$ cat src/rtl/subsec_pkg.sv
`timescale 1ns/1ps
// Shared definitions for the sub-second prescaler.
// Assumes a 2-bit register address space and 8-bit data.
package subsec_pkg;
    localparam int ADDR_W    = 2;
    localparam int DATA_W    = 8;
    localparam int FLAG_BIT  = 0;
    localparam int CLR_BIT   = 1;
    localparam int ALIGN_BIT = 2;

    typedef enum logic [ADDR_W-1:0] {
        REG_DIV   = 2'd0,
        REG_FLAG  = 2'd1,
        REG_CTRL  = 2'd2,
        REG_SPARE = 2'd3
    } reg_sel_e;
endpackage

$ cat src/rtl/subsec_divider.sv
`timescale 1ns/1ps
// Ripple-enable binary divider with STAGES toggle stages.
// Stage g toggles when the tick is present and all lower stages are 1.
// A clear request overrides the tick and suppresses the carry.
// Assumes clear and tick are synchronous to clk.
module subsec_divider #(
    parameter int STAGES = 7
) (
    input  logic              clk,
    input  logic              rst_n,
    input  logic              tick,
    input  logic              clear,
    output logic [STAGES-1:0] count,
    output logic              carry_out
);
    localparam logic [STAGES-1:0] ONE = STAGES'(1);

    logic [STAGES:0]   en;
    logic [STAGES-1:0] nxt;
    logic [STAGES-1:0] q;
    logic              carry_q;

    assign en[0] = tick;

    genvar g;
    generate
        for (g = 0; g < STAGES; g++) begin : g_stage
            // enable chain and toggle value for one stage
            assign en[g+1] = en[g] & q[g];
            assign nxt[g]  = q[g] ^ en[g];
        end
    endgenerate

    // divider state register with clear priority
    always_ff @(posedge clk) begin
        if (!rst_n)     q <= '0;
        else if (clear) q <= '0;
        else            q <= nxt;
    end

    // registered wrap pulse toward the seconds counter
    always_ff @(posedge clk) begin
        if (!rst_n) carry_q <= 1'b0;
        else        carry_q <= en[STAGES] & ~clear;
    end

    assign count     = q;
    assign carry_out = carry_q;

    AST_DIV_STEP:  assert property (@(posedge clk) disable iff (!rst_n)
        (tick && !clear) |=> (count == $past(count) + ONE));
    AST_DIV_HOLD:  assert property (@(posedge clk) disable iff (!rst_n)
        (!tick && !clear) |=> $stable(count));
    AST_DIV_CLEAR: assert property (@(posedge clk) disable iff (!rst_n)
        clear |=> (count == '0 && !carry_out));
    AST_CARRY_ONE: assert property (@(posedge clk) disable iff (!rst_n)
        carry_out |=> !carry_out);
    AST_CARRY_WRAP: assert property (@(posedge clk) disable iff (!rst_n)
        carry_out |-> (count == '0 && $past(count) == '1));
endmodule

$ cat src/rtl/subsec_collision.sv
`timescale 1ns/1ps
// Sticky flag marking a divider read that coincided with a tick.
// Hardware set wins over a software clear in the same cycle.
// Assumes set and clear are single-cycle strobes.
module subsec_collision (
    input  logic clk,
    input  logic rst_n,
    input  logic rd_div,
    input  logic tick,
    input  logic clr_wr,
    input  logic clr_val,
    output logic flag
);
    logic set_now;
    logic flag_q;

    assign set_now = rd_div & tick;

    // sticky flag, set by collision, cleared only by writing zero
    always_ff @(posedge clk) begin
        if (!rst_n)                 flag_q <= 1'b0;
        else if (set_now)           flag_q <= 1'b1;
        else if (clr_wr && !clr_val) flag_q <= 1'b0;
    end

    assign flag = flag_q;

    AST_FLAG_SET:    assert property (@(posedge clk) disable iff (!rst_n)
        (rd_div && tick) |=> flag);
    AST_FLAG_STICKY: assert property (@(posedge clk) disable iff (!rst_n)
        (flag && !(clr_wr && !clr_val)) |=> flag);
    AST_FLAG_QUIET:  assert property (@(posedge clk) disable iff (!rst_n)
        (!flag && !(rd_div && tick)) |=> !flag);
endmodule

$ cat src/rtl/subsec_ctrl.sv
`timescale 1ns/1ps
// Control register: plain stored bits plus two self-clearing commands.
// Either command bit in a write requests a divider clear on that edge.
// Assumes the reset value does not set the command bits.
module subsec_ctrl
    import subsec_pkg::*;
#(
    parameter logic [DATA_W-1:0] RST_VAL = 8'h09
) (
    input  logic              clk,
    input  logic              rst_n,
    input  logic              wr,
    input  logic [DATA_W-1:0] wdata,
    output logic              div_clear,
    output logic [DATA_W-1:0] ctrl_rd
);
    localparam logic [DATA_W-1:0] PULSE_MASK =
        DATA_W'((1 << CLR_BIT) | (1 << ALIGN_BIT));

    logic [DATA_W-1:0] store_q;

    // command decode, effective at the edge closing the write cycle
    assign div_clear = wr & (wdata[CLR_BIT] | wdata[ALIGN_BIT]);

    // stored bits, command bits never retained
    always_ff @(posedge clk) begin
        if (!rst_n)  store_q <= RST_VAL & ~PULSE_MASK;
        else if (wr) store_q <= wdata & ~PULSE_MASK;
    end

    assign ctrl_rd = store_q;

    AST_CTRL_WRITE: assert property (@(posedge clk) disable iff (!rst_n)
        wr |=> (ctrl_rd == ($past(wdata) & ~PULSE_MASK)));
    AST_CTRL_KEEP:  assert property (@(posedge clk) disable iff (!rst_n)
        !wr |=> $stable(ctrl_rd));
endmodule

$ cat src/rtl/subsec_prescaler.sv
`timescale 1ns/1ps
// Top of the sub-second prescaler: divider, collision flag, control
// register and a combinational read multiplexer.
// Assumes one bus access per cycle and STAGES < DATA_W.
module subsec_prescaler
    import subsec_pkg::*;
#(
    parameter int                STAGES   = 7,
    parameter logic [DATA_W-1:0] CTRL_RST = 8'h09
) (
    input  logic              clk,
    input  logic              rst_n,
    input  logic              tick_128,
    input  logic [ADDR_W-1:0] bus_addr,
    input  logic              bus_rd,
    input  logic              bus_wr,
    input  logic [DATA_W-1:0] bus_wdata,
    output logic [DATA_W-1:0] bus_rdata,
    output logic              sec_carry
);
    localparam int PAD_W = DATA_W - STAGES;

    logic [STAGES-1:0] count;
    logic              div_clear;
    logic              flag;
    logic [DATA_W-1:0] ctrl_rd;
    logic              sel_div, sel_flag, sel_ctrl;

    // address decode
    assign sel_div  = (bus_addr == REG_DIV);
    assign sel_flag = (bus_addr == REG_FLAG);
    assign sel_ctrl = (bus_addr == REG_CTRL);

    subsec_divider #(.STAGES(STAGES)) u_div (
        .clk       (clk),
        .rst_n     (rst_n),
        .tick      (tick_128),
        .clear     (div_clear),
        .count     (count),
        .carry_out (sec_carry)
    );

    subsec_collision u_coll (
        .clk     (clk),
        .rst_n   (rst_n),
        .rd_div  (bus_rd & sel_div),
        .tick    (tick_128),
        .clr_wr  (bus_wr & sel_flag),
        .clr_val (bus_wdata[FLAG_BIT]),
        .flag    (flag)
    );

    subsec_ctrl #(.RST_VAL(CTRL_RST)) u_ctrl (
        .clk       (clk),
        .rst_n     (rst_n),
        .wr        (bus_wr & sel_ctrl),
        .wdata     (bus_wdata),
        .div_clear (div_clear),
        .ctrl_rd   (ctrl_rd)
    );

    // read multiplexer
    always_comb begin
        bus_rdata = '0;
        unique case (bus_addr)
            REG_DIV:   bus_rdata = {{PAD_W{1'b0}}, count};
            REG_FLAG:  bus_rdata[FLAG_BIT] = flag;
            REG_CTRL:  bus_rdata = ctrl_rd;
            default:   bus_rdata = '0;
        endcase
    end

    AST_TOP_PAD:   assert property (@(posedge clk) disable iff (!rst_n)
        sel_div |-> (bus_rdata[DATA_W-1] == 1'b0));
    AST_TOP_SPARE: assert property (@(posedge clk) disable iff (!rst_n)
        (bus_addr == REG_SPARE) |-> (bus_rdata == '0));
    AST_TOP_RESET: assert property (@(posedge clk)
        $past(!rst_n) |-> (count == '0 && !flag && !sec_carry));
endmodule

$ cat config.mk
export PLATFORM = sky130hd
export DESIGN_NAME = subsec_prescaler
export DESIGN_NICKNAME = d
export VERILOG_FILES = /design/src/rtl/subsec_pkg.sv /design/src/rtl/subsec_divider.sv /design/src/rtl/subsec_collision.sv /design/src/rtl/subsec_ctrl.sv /design/src/rtl/subsec_prescaler.sv
export SDC_FILE = /design/constraint.sdc
export NUM_CORES = 1
export LEC_CHECK = 0
export BUFFER_PORTS_ARGS = -buffer_cell sky130_fd_sc_hd__buf_2
export CORE_MARGIN = 2
export CORE_UTILIZATION = 48
export CTS_CLUSTER_DIAMETER = 120
export DETAILED_ROUTE_END_ITERATION = 7
export GPL_ROUTABILITY_DRIVEN = 0
export PLACE_DENSITY_LB_ADDON = 0.1
export REMOVE_ABC_BUFFERS = 1
export SYNTH_ARGS = -nofsm -noshare
export SYNTH_HDL_FRONTEND = slang
export SYNTH_SLANG_ARGS = --single-unit
$ cat constraint.sdc
create_clock -name clk -period 2.5 [get_ports clk]
set_clock_uncertainty 0.1 [all_clocks]
set_input_delay 0.375 -clock clk [delete_from_list [all_inputs] [get_ports clk]]
set_output_delay 0.375 -clock clk [all_outputs]
set_load 0.05 [all_outputs]
==> key figures <==
GRT
  – All-Layer GR Usage: 0.170
  – Vias in the first global route: 558
  – Pin count of the biggest net entering global routing: 21
  – First-pass GRT wire length: 2.44 mm
  – Grt ovf: 0
  – Initial antenna violation count: 0

Final layout
  – Layout area overhead: 14.4%
  – Post-route cell area: 887 sq um
  – Share of layout cells above drive strength 1: 0.274
  – N_diodes: 0
  – Commonest non-fill, non-tap cell in the layout: buf_2
  – Fill cells: 140
  – Commonest non-fill, non-tap cells in the layout: buf_2, nand2_1, dfxtp_1
  – Layout Nets: 129

Die
  – Core area: 0.00151 sq mm
  – Ports: 24
  – Starting density of the core: 0.515
  – Die Ht: 44.2 um
  – DIE WIDTH: 44.2 um
  – Die area: 0.00195 sq mm
  – Site Rows: 14

Worst setup path
  – Crit path kind: register to register
  – Req. time, crit path: 2610 ps
  – R2r endpoint: u_div.count[6]
  – Crit start category: register
  – CP endpoint kind: register
  – Worst reg2reg path depth: 9
  – Largest fanout on the critical path: 2
  – WP data arrival: 2160 ps
  – Critical R2R Launch: u_div.count[0]
  – Reg2reg setup slack: 450 ps

Placement
  – Buffers on Ports: 23
  – DP Area: 861 sq um
  – DP HPWL: 984 um

Hold path
  – Hold path start: bus_wdata[6]
  – Hold endpoint: u_ctrl.ctrl_rd[6]
  – Hold Path Stages: 3
  – Hold Path Class: input pin to register

Route
  – Number of remaining DRC errors: 0
  – Vias: 631
  – Drt total wl: 1.45 mm
  – Pre-Repair DR Iteration Count: 4
  – WL/cell: 11.9 um
  – DRT antenna net count: 0
  – Starting DRT DRC Count: 10
  – Via density per instance: 5.17

Clock tree
  – H-tree Lvls: 1
  – Clk slew on worst S/H paths: 90 ps
  – TritonCTS clock tree: yes
  – Post CTS Setup Buffer Count: 0
  – Total CTS buffers: 3
  – # hold bufs at CTS: 0
  – CTS root buf: clkbuf_4
  – Clock Tree Buf Depth: 2
  – Clk_lat worst skew: 280 ps
  – Resized cells post-CTS: 0
  – CTS Sinks: 15

Power and ir drop
  – Comb power frac: 0.148
  – Internal power: 0.334 mW
  – Pwr dens: 513 mW/mm^2
  – Switching power: 0.122 mW
  – Maximum vdd drop: 0.330 mV
  – Clock network power share: 0.302
  – Sw Share: 0.267
  – Leakage: 0.457 nW
  – Reg power frac: 0.550

STA
  – Final Critical Period: 2050 ps
  – Period utilisation layout: 0.819
  – Setup_tns: 0 ps
  – Final setup viols: 0
  – Worst Max-Slew Pin Slew: 647 ps
  – Max Freq: 488 MHz
  – Final hold viol count: 0
  – Final Max Slew Viols: 0
  – Setup repair after global routing missed its margin: no
  – Max_slew headroom: 0.569

Synthesis
  – Post-Syn Instances: 86
  – FF+latch count, synth: 15
  – Syn_area_per_cell: 9.02 sq um
  – Sequential element share of the synthesized area: 0.387
  – Top-area cell type share of the netlist area: 0.387
  – Leading area contributor after synthesis: dfxtp_1
  – Synthesized cell area: 776 sq um
  – Syn. warnings: 0
  – Top post-synthesis cells by area: dfxtp_1, mux2i_1, ha_1
  – Cell variety after synth: 21

Run
  – MaxCap Viol Count: 0

Outcome
  – Status: finished, final reports clean
[registers in the layout, summed over array words and instances, names as in the netlist]
| name | count |
|---|---|
| u_div.count | 7 |
| u_coll.flag | 1 |
| u_ctrl.ctrl_rd | 6 |
| u_div.carry_out | 1 |
[cell usage after synthesis]
library cell   n
nand2_1       17
dfxtp_1       15
mux2i_1        9
a21oi_1        8
ha_1           7
nor2_1         6
inv_1          4
buf_6          3
and3b_1        2
clkbuf_1       2
nand4b_1       2
o211ai_2       2
buf_1          1
buf_2          1
nand3_1        1
nand3b_1       1
nor4bb_1       1
o21ai_0        1
o22ai_1        1
or2_1          1
or2_2          1
[metal layers]
| layer | share of wire | track usage |
|---|---|---|
| met5 | 0 | 0 |
| met4 | 0.015 | 0.109 |
| met3 | 0.053 | 0.0286 |
| met2 | 0.44 | 0.265 |
| met1 | 0.49 | 0.218 |
[worst max-delay path by stage]
| stage | slack (ps) | start | end |
|---|---|---|---|
| after floorplan | 460 | bus_addr[0] | bus_rdata[0] |
| after global placement | 340 | tick_128 | u_div.count[6] |
| after detailed placement | 290 | tick_128 | u_div.count[6] |
| after CTS | 450 | u_div.count[0] | u_div.count[6] |
| after global routing | 360 | u_div.count[0] | u_div.count[6] |
| final | 450 | u_div.count[0] | u_div.count[6] |
[through the flow]
step                hold slack [ps]  power, mW   util  cells  worst slack [ps]
floorplan                       330      0.293      -     79               463
CTS                             226      0.460  0.589    122               449
global route                    255      0.474  0.589    122               357
finish                          229      0.455  0.589    122               452
global placement                338      0.321  0.571    118               338
detailed placement              348      0.322  0.571    118               288
[power groups by stage]
stage               registers [mW]  clock network (mW)  logic, mW
floorplan                    0.255                   0     0.0387
global placement             0.256                   0     0.0656
detailed placement           0.256                   0     0.0662
CTS                          0.251               0.142     0.0673
global route                 0.252               0.148     0.0745
finish                       0.251               0.137     0.0672
[area by class of cell]
cell class | instances | area [sq um] | area share
well taps | 16 | 20.0 | 0.0226
multi-input cells | 60 | 410 | 0.463
clock buffers | 4 | 26.3 | 0.0296
inverters | 4 | 15.0 | 0.0169
repair buffers | 23 | 115 | 0.130
flip-flops and latches | 15 | 300 | 0.339
[worst max-delay path, cell delays in order, from the launching register on]
cell	delay (ps)
dfxtp_1	330
ha_1	190
ha_1	180
ha_1	180
ha_1	180
ha_1	180
ha_1	170
ha_1	270
nand2_1	50
a21oi_1	140
[kinds of logic (layout without fill, tap and decap cells)]
family / count (synthesis) / in the layout / share of synthesized area
AOI/OAI and AO/OA: 12 / 12 / 0.0984
muxes: 9 / 9 / 0.116
adders and majority gates: 7 / 7 / 0.113
buffers and inverters: 11 / 31 / 0.0839
and+or+nand+nor: 32 / 32 / 0.202
DFF: 15 / 15 / 0.387
Note: power is estimated with default switching activity, not from simulation.
